File: src/rtl/qsb_pkg.sv
package qsb_pkg;
  localparam int unsigned DFLT_OFS_LO = 8;
  localparam int unsigned DFLT_OFS_HI = 128;

  typedef enum logic {
    ARB_DIRECT = 1'b0,
    ARB_POLLED = 1'b1
  } arb_mode_e;
endpackage

File: src/rtl/qsb_offsets.sv
module qsb_offsets #(
  parameter int unsigned NQ     = 8,
  parameter int unsigned CNT_W  = 9,
  parameter int unsigned QSEL_W = 3
) (
  input  logic                       clk,
  input  logic                       rst_n,
  input  logic                       big_dflt_i,
  input  logic                       we_i,
  input  logic [QSEL_W-1:0]          sel_i,
  input  logic [CNT_W-1:0]           val_i,
  output logic [NQ-1:0][CNT_W-1:0]   ofs_o
);
  import qsb_pkg::*;

  localparam logic [CNT_W-1:0] OFS_LO = CNT_W'(DFLT_OFS_LO);
  localparam logic [CNT_W-1:0] OFS_HI = CNT_W'(DFLT_OFS_HI);

  for (genvar i = 0; i < NQ; i++) begin : g_ofs
    always_ff @(posedge clk) begin
      if (!rst_n)
        ofs_o[i] <= big_dflt_i ? OFS_HI : OFS_LO;
      else if (we_i && (sel_i == QSEL_W'(i)))
        ofs_o[i] <= val_i;
    end

    p_ofs_write_r5: assert property (@(posedge clk) disable iff (!rst_n)
      (we_i && sel_i == QSEL_W'(i)) |=> (ofs_o[i] == $past(val_i)));
    p_ofs_hold_r4: assert property (@(posedge clk) disable iff (!rst_n)
      (!we_i) |=> $stable(ofs_o[i]));
  end
endmodule

File: src/rtl/qsb_thresh.sv
module qsb_thresh #(
  parameter int unsigned NQ        = 8,
  parameter int unsigned CNT_W     = 9,
  parameter int unsigned QDEPTH    = 256,
  parameter bit          FULL_SIDE = 1'b1
) (
  input  logic                      clk,
  input  logic                      rst_n,
  input  logic [NQ-1:0]             active_i,
  input  logic [NQ*CNT_W-1:0]       level_i,
  input  logic [NQ-1:0][CNT_W-1:0]  ofs_i,
  output logic [NQ-1:0]             flags_o
);
  localparam int unsigned MW = CNT_W + 1;
  localparam logic [MW-1:0] DEPTH_M = MW'(QDEPTH);

  for (genvar i = 0; i < NQ; i++) begin : g_cmp
    logic [MW-1:0] lvl_m;
    logic [MW-1:0] metric;
    logic          hit;

    assign lvl_m = {1'b0, level_i[i*CNT_W +: CNT_W]};

    if (FULL_SIDE) begin : g_free
      assign metric = DEPTH_M - lvl_m;
    end else begin : g_used
      assign metric = lvl_m;
    end

    assign hit = active_i[i] && (metric <= {1'b0, ofs_i[i]});

    always_ff @(posedge clk) begin
      if (!rst_n) flags_o[i] <= 1'b1;
      else        flags_o[i] <= ~hit;
    end

    p_unconf_high_r3: assert property (@(posedge clk) disable iff (!rst_n)
      (!active_i[i]) |=> flags_o[i]);
  end
endmodule

File: src/rtl/qsb_arbiter.sv
module qsb_arbiter #(
  parameter int unsigned DEV_W = 3
) (
  input  logic             clk,
  input  logic             rst_n,
  input  logic             polled_mode_i,
  input  logic             master_i,
  input  logic [DEV_W-1:0] dev_id_i,
  input  logic             strobe_i,
  input  logic [DEV_W-1:0] sel_dev_i,
  input  logic             tok_i,
  output logic             own_o,
  output logic             polled_o
);
  import qsb_pkg::*;

  arb_mode_e        mode_q;
  logic [DEV_W-1:0] id_q;

  always_ff @(posedge clk) begin
    if (!rst_n) begin
      mode_q <= polled_mode_i ? ARB_POLLED : ARB_DIRECT;
      id_q   <= dev_id_i;
    end
  end

  always_ff @(posedge clk) begin
    if (!rst_n)
      own_o <= master_i;
    else if (mode_q == ARB_POLLED)
      own_o <= tok_i;
    else if (strobe_i)
      own_o <= (sel_dev_i == id_q);
  end

  assign polled_o = (mode_q == ARB_POLLED);

  p_mode_stable_r6: assert property (@(posedge clk) disable iff (!rst_n)
    $past(rst_n) |-> ($stable(mode_q) && $stable(id_q)));
  p_token_follow_r7: assert property (@(posedge clk) disable iff (!rst_n)
    polled_o |=> (own_o == $past(tok_i)));
  p_strobe_pick_r9: assert property (@(posedge clk) disable iff (!rst_n)
    (!polled_o && strobe_i) |=> (own_o == ($past(sel_dev_i) == id_q)));
  p_direct_hold_r10: assert property (@(posedge clk) disable iff (!rst_n)
    (!polled_o && !strobe_i) |=> $stable(own_o));
endmodule

File: src/rtl/qsb_top.sv
module qsb_top #(
  parameter int unsigned NQ        = 8,
  parameter int unsigned CNT_W     = 9,
  parameter int unsigned QDEPTH    = 256,
  parameter int unsigned DEV_W     = 3,
  parameter bit          FULL_SIDE = 1'b1,
  localparam int unsigned QSEL_W   = $clog2(NQ),
  localparam int unsigned ADDR_W   = DEV_W + QSEL_W
) (
  input  logic                 clk,
  input  logic                 rst_n,
  input  logic                 polled_mode_i,
  input  logic                 master_i,
  input  logic [DEV_W-1:0]     dev_id_i,
  input  logic                 big_dflt_i,
  input  logic [NQ-1:0]        q_active_i,
  input  logic [NQ*CNT_W-1:0]  q_level_i,
  input  logic                 ofs_we_i,
  input  logic [QSEL_W-1:0]    ofs_sel_i,
  input  logic [CNT_W-1:0]     ofs_val_i,
  input  logic                 strobe_i,
  input  logic [ADDR_W-1:0]    sel_addr_i,
  input  logic                 tok_i,
  output logic [NQ-1:0]        flag_bus_o,
  output logic                 bus_oe_o,
  output logic                 tok_o,
  output logic                 sync_o
);
  logic [NQ-1:0][CNT_W-1:0] ofs;
  logic                     own;
  logic                     polled;

  qsb_offsets #(.NQ(NQ), .CNT_W(CNT_W), .QSEL_W(QSEL_W)) u_ofs (
    .clk(clk), .rst_n(rst_n), .big_dflt_i(big_dflt_i),
    .we_i(ofs_we_i), .sel_i(ofs_sel_i), .val_i(ofs_val_i), .ofs_o(ofs)
  );

  qsb_thresh #(.NQ(NQ), .CNT_W(CNT_W), .QDEPTH(QDEPTH), .FULL_SIDE(FULL_SIDE)) u_thr (
    .clk(clk), .rst_n(rst_n), .active_i(q_active_i),
    .level_i(q_level_i), .ofs_i(ofs), .flags_o(flag_bus_o)
  );

  qsb_arbiter #(.DEV_W(DEV_W)) u_arb (
    .clk(clk), .rst_n(rst_n), .polled_mode_i(polled_mode_i),
    .master_i(master_i), .dev_id_i(dev_id_i), .strobe_i(strobe_i),
    .sel_dev_i(sel_addr_i[ADDR_W-1 -: DEV_W]), .tok_i(tok_i),
    .own_o(own), .polled_o(polled)
  );

  assign bus_oe_o = own;
  assign tok_o    = polled & own;
  assign sync_o   = polled & own;

  p_direct_quiet_r10: assert property (@(posedge clk) disable iff (!rst_n)
    (!polled) |-> (!tok_o && !sync_o));
  p_sync_owner_r7: assert property (@(posedge clk) disable iff (!rst_n)
    polled |-> (sync_o == bus_oe_o && tok_o == bus_oe_o));
endmodule

File: config.mk
export PLATFORM = sky130hd
export DESIGN_NAME = qsb_top
export DESIGN_NICKNAME = d
export VERILOG_FILES = /design/src/rtl/qsb_pkg.sv /design/src/rtl/qsb_offsets.sv /design/src/rtl/qsb_thresh.sv /design/src/rtl/qsb_arbiter.sv /design/src/rtl/qsb_top.sv
export SDC_FILE = /design/constraint.sdc
export NUM_CORES = 1
export LEC_CHECK = 0
export CAP_MARGIN = 5
export CORE_AREA = 2 2 97 109
export DETAILED_ROUTE_END_ITERATION = 16
export DIE_AREA = 0 0 99 111
export DONT_BUFFER_PORTS = 1
export PLACE_DENSITY = 0.82
export SLEW_MARGIN = 20
export SYNTH_ARGS = -nofsm -noshare
export SYNTH_HDL_FRONTEND = slang
export SYNTH_SLANG_ARGS = --single-unit
File: constraint.sdc
create_clock -name clk -period 5.05 [get_ports clk]
set_clock_uncertainty 0.15 [all_clocks]
set_input_delay 0.505 -clock clk [delete_from_list [all_inputs] [get_ports clk]]
set_output_delay 0.505 -clock clk [all_outputs]
set_load 0.005 [all_outputs]
==> flow_summary.json, run 1 <==
{
  "run_status": "complete, no violations",
  "core_area_sq_um": 10000,
  "fmax_mhz": 383,
  "final_antenna_net_count": 0,
  "detailedRoute.firstPassIterationCount": 5,
  "cap_viol_max_count": 0,
  "floorplan.die_area_sq_um": 11000,
  "switching_power_mw": 0.471,
  "viasPerCell": 5.86,
  "layout.cells.most_common_list": "83 x inv_1, 80 x ha_1, 77 x edfxtp_1",
  "crit_start": "q_level_i[56]",
  "rr_worst_depth": 6,
  "grt_pass1_vias": 4125,
  "yosys-top-cells-area": "edfxtp_1 41%, ha_1 18%, inv_1 5.5%",
  "route.detailed.wl_per_inst_microns": 18.0,
  "path_depth": 7,
  "detailroute.via_count": 3949,
  "mappedNetlistArea_sq_um": 5640,
  "category_of_the_worst_setup_path_capture_point": "register",
  "p_seq_share_pct": 44.0,
  "drc": 0,
  "cts_tree": "done",
  "ir_worst_vdd_mv": 0.197,
  "combinationalPowerShare_pct": 17.1,
  "cts_hold_buf": 0,
  "path_cells": "or4_4, or4_4, xnor2_2, ha_1, a211o_1, a2111oi_0, o2111ai_1",
  "crit_path_start_kind": "input port",
  "setup_repair_after_global_routing_missed_its_margin": "false",
  "syn-num-nets": 722,
  "finalHoldViolCount": 0,
  "cpMaxStageDelayCell": "or4_4",
  "pwr_density_cell_nw_per_um2": 317,
  "slew_headroom_pct": 45.7,
  "placementRows": 39,
  "design.portCount": 120,
  "layout.cells.most_common": "inv_1",
  "cpMostUsedCell": "or4_4",
  "synth-async-reset-ratio_pct": 0,
  "first_pass_grt_wire_length_microns": 18900,
  "grt_antenna_before_repair": 4,
  "top_cell_type_s_share_of_synthesized_area_pct": 41.0,
  "multi_input_comb_area_sq_um": 2830,
  "ctsHtreeMaxLevel": 3,
  "gp_routability_congestion": 0.881,
  "globalRouteTotalUtil_pct": 22.3,
  "worst-path-max-fanout": 5,
  "layout_worst_path_cycle_share_pct": 51.7,
  "post_route_standard_cell_area_excluding_fillers_sq_um": 6150,
  "synth-warning-count": 0,
  "cts.repair.resized": 0,
  "sw_frac_of_total_pct": 24.2,
  "seq_area_frac_synth_pct": 43.9,
  "ys_types": 38,
  "port-buffer-count": 0,
  "leakagePower_nw": 2.60,
  "power_report.internal_total_mw": 1.48,
  "floorplan.die.height_microns": 111,
  "timing.hold.ws_ps": 98.8,
  "finish.net_count": 733,
  "cts.sink_count": 85,
  "clk_latency_ps": 330,
  "hold_path_startpoint": "rst_n",
  "die_x_microns": 99,
  "hold_path_depth": 1,
  "clockBufferDepth": 2,
  "path_category_of_the_worst_min_delay_check": "input port to register",
  "setup_viol_count_final": 0,
  "layout_fillers": 799,
  "finish.utilization_pct": 61.5,
  "initialDrtViolationCount": 131,
  "critical_path_required_ps": 5100,
  "synth-edff-count": 77,
  "yosysTopAreaCell": "edfxtp_1",
  "postSynthCellCount": 533,
  "mapped_avg_cell_area_sq_um": 10.6,
  "detail_route.wirelength_microns": 12100,
  "clk_root_buffer_cell": "clkbuf_16",
  "r2r-start": "u_ofs.ofs_o[2]$_DFFE_PP_",
  "final_layout_size_suffix_gt1_share_pct": 4.37,
  "final-max-slew-violation-count": 0,
  "clkSlewWorstSetupHoldPaths_ps": 60,
  "post-route-min-period_ps": 2610,
  "synth_ff_type": "edfxtp_1",
  "grt.overflow.total": 0,
  "cp_data_arrival_time_ps": 2660,
  "initial_core_util_pct": 56.3,
  "critPathMaxStageDelay_ps": 540,
  "worst-slew-pin-transition_ps": 809,
  "clockPowerShare_pct": 38.9,
  "syn_to_final_growth_pct": 9.21,
  "placed_area_sq_um": 5800,
  "grt_start_max_net_pins": 30,
  "critical_path.n_buffers_inverters": 0,
  "worst_path_dominant_cell_family": "simple AND/OR/NAND/NOR gates",
  "place_hpwl_microns": 9360,
  "cts_setup_buffers": 0,
  "cts-buffers-inserted": 9,
  "synth.ff_latch_count": 85,
  "critPathKind": "input port to register",
  "setup_tns_ps": 0,
  "area.sequential_sq_um": 2470
}
## Yosys cell counts (all sizes together) (6+ instances only)
library cell  count
a2111oi           7
nand4             8
edfxtp           77
nand2            33
nand3b            9
nand3             9
a21oi            16
o21ai            22
xnor2            27
ha               80
nor3             27
o32ai             7
a211o             8
xor2             32
nor4              9
and2              8
nor2             20
a21o              8
inv              83
dfxtp             8
nor4b             6
o2111ai           7
## kinds of logic after synthesis
| kind of cell | Yosys count | synth area share [%] |
|---|---|---|
| AOI/OAI and AO/OA | 82 | 9.97 |
| xor gates and xnor gates | 59 | 9.30 |
| adders and majority gates | 80 | 17.8 |
| buffers and inverters | 87 | 5.86 |
| DFF | 85 | 43.9 |
| muxes | 1 | 0.200 |
| and+or+nand+nor | 139 | 13.0 |
## final cells by class
type | count | share of cell area, %
Clock inverter | 6 | 1.79
Antenna cell | 2 | 0.0813
Sequential cell | 85 | 40.2
Tap cell | 123 | 2.50
Multi-Input combinational cell | 361 | 46.0
Inverter | 83 | 5.06
Clock buffer | 10 | 3.88
Timing Repair Buffer | 4 | 0.488
## power by group through the flow
stage | Sequential [mW] | Combinational (mW) | Clock (mW)
floorplan | 0.865 | 0.252 | 0
global placement | 0.871 | 0.303 | 0
detailed placement | 0.872 | 0.331 | 0
CTS | 0.858 | 0.334 | 0.764
global route | 0.862 | 0.382 | 0.797
finish | 0.857 | 0.334 | 0.759
## routing by layer
metal,vias to the layer above,GRT usage [%],part of all wire (%)
met5,-,0,0.11
met3,17,5.80,6.4
met1,1855,25.2,40
li1,1965,-,-
met2,110,40.4,52
met4,2,7.67,2.0
## registers in the layout (all words and copies together) (netlist names)
name / cells
u_arb.own_o: 1
u_ofs.ofs_o: 72
u_arb.id_q: 3
u_arb.polled_o: 1
u_thr.flags_o: 8
## worst reg2reg max path, cell delays in order, from the launching register on
cell       delay (ps)
edfxtp_1          320
inv_1              50
ha_1              330
a21oi_1           190
a21oi_1            90
a2111oi_0         520
o2111ai_1         180
## metrics by stage
step           cells  power [mW]  worst slack [ps]
3_5_place_dp     656        1.20              2070
3_3_place_gp     656        1.17              2170
6_report         674        1.95              2440
4_1_cts          672        1.96              2420
5_1_grt          674        2.04              2310
2_1_floorplan    533        1.12              2300
## final timing paths
| check | endpoint | slack [ps] |
|---|---|---|
| worst max-delay path | u_thr.flags_o[6]$_SDFF_PN1_ | 2440 |
| worst min-delay path | u_thr.flags_o[5]$_SDFF_PN1_ | 100 |
| worst max register to register | u_thr.flags_o[0]$_SDFF_PN1_ | 3070 |
| worst min register to register | u_arb.own_o$_DFFE_PP_ | 540 |
Power figures use the tool's default switching activity.
==> run 2: changes to the inputs <==
==> constraint.sdc (replaced) <==
create_clock -name clk -period 2.65 [get_ports clk]
set_clock_uncertainty 0.15 [all_clocks]
set_input_delay 0.265 -clock clk [delete_from_list [all_inputs] [get_ports clk]]
set_output_delay 0.265 -clock clk [all_outputs]
set_load 0.005 [all_outputs]
==> flow_summary.json, run 2 (synthesis gave the netlist of run 1 again) <==
{
  "grt_pass1_vias": 4466,
  "final_antenna_net_count": 0,
  "final-max-slew-violation-count": 0,
  "clk_latency_ps": 340,
  "setup_repair_after_global_routing_missed_its_margin": "false",
  "layout_worst_path_cycle_share_pct": 94.2,
  "cap_viol_max_count": 0,
  "design.portCount": 120,
  "finalHoldViolCount": 0,
  "detailroute.via_count": 4154,
  "postLayoutSetupSlackWorst_ps": 153,
  "clockPowerShare_pct": 36.4,
  "combinationalPowerShare_pct": 19.0,
  "die_x_microns": 99,
  "route.detailed.wl_per_inst_microns": 18.1,
  "final_layout_size_suffix_gt1_share_pct": 6.38,
  "post-route-min-period_ps": 2500,
  "setup_tns_ps": 0,
  "pwr_density_cell_nw_per_um2": 566,
  "detail_route.wirelength_microns": 12700,
  "place_hpwl_microns": 9320,
  "category_of_the_worst_setup_path_capture_point": "register",
  "finish.net_count": 764,
  "worst-path-max-fanout": 4,
  "ctsHtreeMaxLevel": 3,
  "clockBufferDepth": 2,
  "critPathKind": "input port to register",
  "cp_data_arrival_time_ps": 2570,
  "grt.overflow.total": 0,
  "critPathMaxStageDelay_ps": 600,
  "crit_path_start_kind": "input port",
  "layoutNonFillerInstCount": 703,
  "placementRows": 39,
  "slew_headroom_pct": 53.7,
  "post_route_standard_cell_area_excluding_fillers_sq_um": 6460,
  "cts-buffers-inserted": 9,
  "cpMaxStageDelayCell": "dlygate4sd3_1",
  "grt_antenna_before_repair": 0,
  "cts_tree": "done",
  "first_pass_grt_wire_length_microns": 20300,
  "sw_frac_of_total_pct": 25.2,
  "initial_core_util_pct": 56.3,
  "leakagePower_nw": 2.71,
  "place_ws_ps": 18.4,
  "clk_root_buffer_cell": "clkbuf_16",
  "cts.sink_count": 85,
  "layout.cells.most_common_list": "83 x inv_1, 80 x ha_1, 77 x edfxtp_1",
  "cts_setup_buffers": 0,
  "viasPerCell": 5.91,
  "insertedDiodeCount": 0,
  "placed_area_sq_um": 5840,
  "critical_path_required_ps": 2730,
  "worst-slew-pin-transition_ps": 692,
  "layout.cells.most_common": "inv_1",
  "ir_worst_vdd_mv": 0.346,
  "floorplan.die.height_microns": 111,
  "port-buffer-count": 0,
  "finish.utilization_pct": 64.6,
  "path_cells": "nor4_2, nand2_1, xor2_1, ha_1, a211o_1, a2111oi_2, o2111ai_1, dlygate4sd3_1",
  "register_ranked_first_by_flip_flop_count": "u_ofs.ofs_o",
  "layout_fillers": 778,
  "path_category_of_the_worst_min_delay_check": "input port to register",
  "drc": 0,
  "setup_viol_count_final": 0,
  "grt_start_max_net_pins": 22,
  "largest_register_ffs": 72,
  "place_inst": 661,
  "detailedRoute.firstPassIterationCount": 5,
  "core_area_sq_um": 10000,
  "floorplan.die_area_sq_um": 11000,
  "clkSlewWorstSetupHoldPaths_ps": 60,
  "globalRouteTotalUtil_pct": 24.0,
  "run_status": "complete, no violations",
  "gp_routability_congestion": 0.888,
  "largest_registers": "u_ofs.ofs_o: 72 flops, u_thr.flags_o: 8 flops, u_arb.id_q: 3 flops",
  "p_seq_share_pct": 44.7,
  "initialDrtViolationCount": 193,
  "fmax_mhz": 400,
  "power_report.internal_total_mw": 2.74,
  "switching_power_mw": 0.921,
  "syn_to_final_growth_pct": 14.7
}
==> run 2: cell count changes in the layout (fill, tap and decap cells not counted), moves of 4 or more <==
cell           previous run  this run
nor4_1                    9         5
o21ai_0                  17        22
dlygate4sd3_1             0        26
nor4_2                    0         4
o21ai_1                   5         0
buf_4                     4         9
==> run 2: stage by stage <==
step | hold slack (ps) | total power [mW]
floorplan | 212 | 2.13
global placement | 207 | 2.24
detailed placement | 202 | 2.30
CTS | 39.5 | 3.66
global route | 45.7 | 3.84
finish | 48.4 | 3.66
==> run 2: path summary, 6_finish.rpt <==
check	from	endpoint	slack, ps	depth (start not counted)
worst max-delay path	q_level_i[47]	u_thr.flags_o[5]$_SDFF_PN1_	150	8
worst min register to register	u_arb.polled_o$_DFFE_PN_	u_arb.own_o$_DFFE_PP_	520	1
worst min-delay path	master_i	u_arb.own_o$_DFFE_PP_	50	2
worst max register to register	u_ofs.ofs_o[52]$_DFFE_PP_	u_thr.flags_o[5]$_SDFF_PN1_	320	6
==> run 2: repair_timing <==
item / 4_1_cts / 5_1_grt
gates resized for setup: 0 / 10
hold buffers: 26 / 0
hold endpoints to repair: 14 / 0
setup endpoints to repair: 0 / 4
==> run 2: worst max-delay path, delay by kind of cell <==
kind / cells / cell delay, ps
buf+inv: 1 / 600
compound gates: 3 / 780
xor+xnor: 1 / 160
simple gates: 2 / 440
fa+ha+maj: 1 / 310
==> run 2: per-layer routing <==
layer  global-route usage, %  part of all wire, %
met5                       0                    0
met4                    11.0                  2.7
met3                    4.67                  5.7
met1                    27.0                   39
met2                    43.1                   52
==> run 2: area by class of cell <==
class / instances / area (sq um) / share of cell area [%]
clock buffers: 10 / 229 / 3.54
repair buffers: 35 / 328 / 5.07
well taps: 123 / 154 / 2.38
clock inverters: 6 / 87.6 / 1.36
inverters: 83 / 312 / 4.82
multi-input cells: 361 / 2880 / 44.6
flip-flops and latches: 85 / 2470 / 38.3
==> run 2: power by group through the flow <==
stage	clock (mW)	sequential (mW)	combinational (mW)
6_report	1.33	1.63	0.693
5_1_grt	1.41	1.64	0.784
4_1_cts	1.35	1.63	0.680
3_5_place_dp	0	1.66	0.633
3_3_place_gp	0	1.66	0.585
2_1_floorplan	0	1.65	0.481
